**src/rtl/spc_pkg.sv**
```systemverilog
package spc_pkg;

    typedef enum logic [2:0] {
        REL_EQ = 3'd0,
        REL_NE = 3'd1,
        REL_GT = 3'd2,
        REL_GE = 3'd3,
        REL_LT = 3'd4,
        REL_LE = 3'd5
    } rel_op_e;

    // per-lane relation flags
    typedef struct packed {
        logic same;
        logic above;
    } lane_rel_t;

endpackage

```
**src/rtl/spc_lane_rel.sv**
```systemverilog
module spc_lane_rel
    import spc_pkg::*;
#(
    parameter int unsigned LANE_W = 8
) (
    input  logic [LANE_W-1:0] x_i,
    input  logic [LANE_W-1:0] y_i,
    output lane_rel_t         rel_o
);

    always_comb begin
        rel_o.same  = (x_i == y_i);
        rel_o.above = (x_i > y_i);
    end

endmodule

```
**src/rtl/spc_part_scan.sv**
```systemverilog
module spc_part_scan #(
    parameter int unsigned LANES = 8
) (
    input  logic [LANES-1:0] same_i,
    input  logic [LANES-1:0] above_i,
    input  logic [LANES-2:0] cut_i,
    output logic [LANES-1:0] same_o,
    output logic [LANES-1:0] above_o
);

    logic [LANES-1:0] acc_same_d;
    logic [LANES-1:0] acc_above_d;

    // Downward scan: fold each partition from its top lane toward its bottom lane.
    always_comb begin
        acc_same_d  = '0;
        acc_above_d = '0;
        for (int i = LANES - 1; i >= 0; i--) begin
            if (i == LANES - 1 || cut_i[i]) begin
                acc_same_d[i]  = same_i[i];
                acc_above_d[i] = above_i[i];
            end else begin
                acc_same_d[i]  = same_i[i] & acc_same_d[i+1];
                acc_above_d[i] = acc_above_d[i+1] | (acc_same_d[i+1] & above_i[i]);
            end
        end
    end

    // Upward broadcast: the bottom lane of each partition holds the full result.
    always_comb begin
        same_o  = '0;
        above_o = '0;
        for (int i = 0; i < LANES; i++) begin
            if (i == 0 || cut_i[i-1]) begin
                same_o[i]  = acc_same_d[i];
                above_o[i] = acc_above_d[i];
            end else begin
                same_o[i]  = same_o[i-1];
                above_o[i] = above_o[i-1];
            end
        end
    end

    // a partition can never be both equal and ordered above
    always_comb begin
        for (int i = 0; i < LANES; i++) begin
            a_r6_same_above_excl: assert (!(same_o[i] && above_o[i]))
                else $error("lane %0d flagged both equal and above", i);
        end
    end

endmodule

```
**src/rtl/spc_pred_sel.sv**
```systemverilog
module spc_pred_sel
    import spc_pkg::*;
#(
    parameter int unsigned LANES = 8
) (
    input  logic [2:0]       op_i,
    input  logic [LANES-1:0] same_i,
    input  logic [LANES-1:0] above_i,
    output logic [LANES-1:0] pred_o
);

    always_comb begin
        unique case (op_i)
            REL_EQ:  pred_o = same_i;
            REL_NE:  pred_o = ~same_i;
            REL_GT:  pred_o = above_i;
            REL_GE:  pred_o = above_i | same_i;
            REL_LT:  pred_o = ~(above_i | same_i);
            REL_LE:  pred_o = ~above_i;
            default: pred_o = '0;
        endcase
    end

endmodule

```
**src/rtl/simd_part_cmp.sv**
```systemverilog
module simd_part_cmp
    import spc_pkg::*;
#(
    parameter int unsigned LANE_W = 8,
    parameter int unsigned LANES  = 8,
    localparam int unsigned DATA_W = LANE_W * LANES
) (
    input  logic [DATA_W-1:0] a_i,
    input  logic [DATA_W-1:0] b_i,
    input  logic [LANES-2:0]  cut_i,
    input  logic [2:0]        op_i,
    output logic [LANES-1:0]  pred_o
);

    logic [LANES-1:0] lane_same;
    logic [LANES-1:0] lane_above;
    logic [LANES-1:0] part_same;
    logic [LANES-1:0] part_above;

    for (genvar g = 0; g < LANES; g++) begin : g_lane
        lane_rel_t rel;
        spc_lane_rel #(.LANE_W(LANE_W)) u_rel (
            .x_i   (a_i[g*LANE_W +: LANE_W]),
            .y_i   (b_i[g*LANE_W +: LANE_W]),
            .rel_o (rel)
        );
        assign lane_same[g]  = rel.same;
        assign lane_above[g] = rel.above;
    end

    spc_part_scan #(.LANES(LANES)) u_scan (
        .same_i  (lane_same),
        .above_i (lane_above),
        .cut_i   (cut_i),
        .same_o  (part_same),
        .above_o (part_above)
    );

    spc_pred_sel #(.LANES(LANES)) u_sel (
        .op_i    (op_i),
        .same_i  (part_same),
        .above_i (part_above),
        .pred_o  (pred_o)
    );

    // Port-level checks against independent full-width comparisons
    always_comb begin
        for (int i = 0; i < LANES - 1; i++) begin
            a_r3_joined_lanes_match: assert (cut_i[i] || pred_o[i] == pred_o[i+1])
                else $error("joined lanes %0d/%0d disagree", i, i + 1);
        end
        if (cut_i == '0 && op_i == REL_EQ) begin
            a_r2_whole_eq: assert (pred_o == ((a_i == b_i) ? '1 : '0))
                else $error("whole-width equality mismatch");
        end
        if (cut_i == '0 && op_i == REL_GT) begin
            a_r6_whole_gt: assert (pred_o[0] == (a_i > b_i))
                else $error("whole-width greater-than mismatch");
        end
        if (op_i[2:1] == 2'b11) begin
            a_r7_unused_zero: assert (pred_o == '0)
                else $error("unused op code drove a predicate");
        end
    end

endmodule

```
**config.mk**
```make
export PLATFORM = sky130hd
export DESIGN_NAME = simd_part_cmp
export DESIGN_NICKNAME = d
export VERILOG_FILES = /design/src/rtl/spc_pkg.sv /design/src/rtl/spc_lane_rel.sv /design/src/rtl/spc_part_scan.sv /design/src/rtl/spc_pred_sel.sv /design/src/rtl/simd_part_cmp.sv
export SDC_FILE = /design/constraint.sdc
export NUM_CORES = 1
export LEC_CHECK = 0
export CORE_MARGIN = 2
export CORE_UTILIZATION = 50
export DETAILED_ROUTE_END_ITERATION = 7
export DONT_BUFFER_PORTS = 1
export RECOVER_POWER = 25
export REMOVE_ABC_BUFFERS = 1
export SYNTH_ARGS = -nofsm -noshare
export SYNTH_HDL_FRONTEND = slang
export SYNTH_HIERARCHICAL = 1
export SYNTH_SLANG_ARGS = --single-unit
```
**constraint.sdc**
```tcl
create_clock -name vclk -period 2.6
set_clock_uncertainty 0.15 [all_clocks]
set_input_delay 0.13 -clock vclk [all_inputs]
set_output_delay 0.13 -clock vclk [all_outputs]
set_load 0.05 [all_outputs]
```
==> metrics.csv <==
stage,metric,value,unit
cells_and_area,nNetsFinal,621,
floorplan,pin_count,146,
pwr,leakagePower,1.722,nW
yosys,avgSynthCellArea,7.477,µm²
min_path,min_to,pred_o[1],
placement,portBuffers,0,
cells_and_area,seq_area,0,µm²
yosys,ys_warn_count,6,
critical_path,critical_path.slowest_cell,o32ai_2,
placement,post-place-ws,-0.2908,ns
pwr,power.density,185.0,mW/mm²
run_status,violations,setup timing,
cells_and_area,nClkBuffers,0,
floorplan,fp.dieW,78.18,µm
critical_path,crit_start,b_i[55],
pwr,p_total,681.1,µW
grt,grt_pass1_wl,10.32,mm
clocking,ctsHoldBuffers,0,
drt,final_antenna_net_count,0,
placement,gp_congestion,0.8356,
placement,dpl_cell_area,0.003232,mm²
drt,routedWlPerCell,13.99,µm
cells_and_area,final_cell_area,0.003682,mm²
cells_and_area,layout-drive-gt1-share,38.85,%
timing,worstMarginPinSlew,0.4927,ns
grt,grt_max_degree,25,
run_status,outcome,"finished, violations left",
placement,dp_hpwl,5.579,mm
timing,max_clock_freq,360.6,MHz
grt,track_usage,19.19,%
yosys,yosysSeqAreaShare,0,%
drt,drt-initial-drc-count,122,
flow_run,maxCapViolations,0,
critical_path,cp_top_family,compound AO/OA/AOI/OAI gates,
critical_path,cpMostUsedCell,buf_6,
grt,grt_pass1_vias,2613,
critical_path,crit_chain,inv_1 > ha_4 > a21oi_1 > o21ai_0 > o22a_1 > o21ai_2 > a2bb2oi_4 > a21oi_4 > a211oi_4 > buf_6 > a31oi_2 > o21a_1 > o32ai_2 > buf_6,
drt,totalWireLength,6.840,mm
critical_path,start_kind,primary input,
yosys,syn_inst,368,
critical_path,crit_fanout,5,
drt,viasPerCell,5.722,
min_path,hold_class,in2out,
timing,fin_tns_setup,-1.004,ns
cells_and_area,fillers,479,
critical_path,critical_path_buf_inv_count,3,
drt,num_vias,2798,
cells_and_area,utilization,68.13,%
critical_path,critical_path_required,2.32,ns
timing,finalMaxSlewViolations,0,
timing,period_minus_slack,2.773,ns
floorplan,die-height,78.18,µm
cells_and_area,insertedDiodeCount,0,
grt,antenna_found_initial,0,
cells_and_area,nFlopsAndLatches,0,
drt,drc_errors,0,
critical_path,critPathArrivalTime,2.49,ns
min_path,min_from,op_i[1],
placement,placed_cells,483,
timing,fin_crit_sh,106.7,%
timing,hold_viol,0,
cells_and_area,fin_cells,489,
yosys,post_synth_num_cell_types,52,
timing,holdWs,0.3349,ns
critical_path,slowest_delay,0.27,ns
cells_and_area,multi_input_area,0.002825,mm²
timing,fin_ws,-0.1731,ns
min_path,min_path_cells,2,
timing,maxSlewHeadroom,67.15,%
drt,detail_route.first_pass.iterations,4,
pwr,vdd_drop_max,0.1042,mV
floorplan,die_area,0.006112,mm²
timing,setup-violations-final,8,
critical_path,cp-end-kind,primary output,
floorplan,coreArea,0.005405,mm²
critical_path,criticalPathCategory,in2out,
timing,rsz0062_at_grt,yes,
yosys,syn_area,0.002751,mm²
cells_and_area,synthToLayoutAreaGrowth,33.83,%
floorplan,num_rows,27,
floorplan,initial_core_util,50.90,%
grt,grt_overflow,0,
[layer usage]
metal  global-route usage (%)  vias up  share of wire, %
li1                         -     1431                 -
met1                    21.96     1289                41
met2                    39.91       78                54
met3                    1.609        0               4.9
met4                   0.5263        0                 0
met5                        0        -                 0
[cell type report]
type               instances  share of cell area, %
repair buffers            60                  13.46
multi-input cells        286                  76.72
well taps                 72                  2.446
inverters                 71                  7.373
[cells by family after synthesis]
| family | synth area share [%] |
|---|---|
| fa+ha+maj | 29.10 |
| buf+inv | 12.41 |
| simple gates | 21.87 |
| compound gates | 36.61 |
[where the power goes]
| group | internal [mW] | leakage [nW] | total, mW | switching (mW) |
|---|---|---|---|---|
| logic | 0.344 | 1.72 | 0.681 | 0.337 |
| clock network | 0 | 0 | 0 | 0 |
| registers | 0 | 0 | 0 | 0 |
| total | 0.344 | 1.72 | 0.681 | 0.337 |
[cells in the mapped netlist (4+ instances only)]
master,number,area share (%)
inv_1,71,9.7
ha_1,64,29
a21oi_1,44,8.0
nor2_1,15,2.0
nor2b_1,14,3.2
o21ai_0,14,2.5
nand2_1,13,1.8
nor3_1,10,1.8
o21a_1,10,2.7
a21oi_2,9,2.9
o32ai_1,9,2.9
nand4_1,8,1.8
nand4_2,8,3.6
nor2b_4,8,4.0
o211ai_2,8,3.6
o22a_1,8,2.5
o21ai_1,5,0.91
nor2b_2,4,1.3
[worst max path at each step]
stage,to,slack [ns],cells after the start
global route,pred_o[2],-0.27,14
CTS,pred_o[3],-0.13,13
global placement,pred_o[3],-0.25,14
detailed placement,pred_o[7],-0.29,14
finish,pred_o[7],-0.17,14
floorplan,pred_o[7],-0.90,13
[what timing repair did]
item	CTS	global route
setup endpoints to repair	8	8
resized for setup	26	47
pin swaps	19	33
setup buffers	1	5
[cells in the final DEF (no fill, tap or decap), types with 2 or more instances in the layout]
| cell | instances |
|---|---|
| nand2b_1 | 2 |
| buf_4 | 48 |
| o21ai_0 | 10 |
| inv_2 | 2 |
| nand4_2 | 6 |
| a31oi_2 | 2 |
| nand4_1 | 8 |
| o32ai_2 | 8 |
| a21oi_2 | 15 |
| nor2b_4 | 10 |
| o22a_1 | 8 |
| ha_1 | 51 |
| nand4_4 | 2 |
| and2b_1 | 2 |
| nor2b_2 | 5 |
| o21ai_1 | 5 |
| o21a_4 | 2 |
| nor3_2 | 3 |
| buf_6 | 12 |
| nand2_1 | 13 |
| nor3_1 | 7 |
| o21a_1 | 10 |
| nor2_1 | 9 |
| o21ai_2 | 4 |
| inv_1 | 68 |
| a21oi_1 | 37 |
| o211ai_2 | 8 |
| ha_4 | 13 |
| nor2b_1 | 11 |
| nor2_2 | 5 |
(Power assumes the default switching activity.)
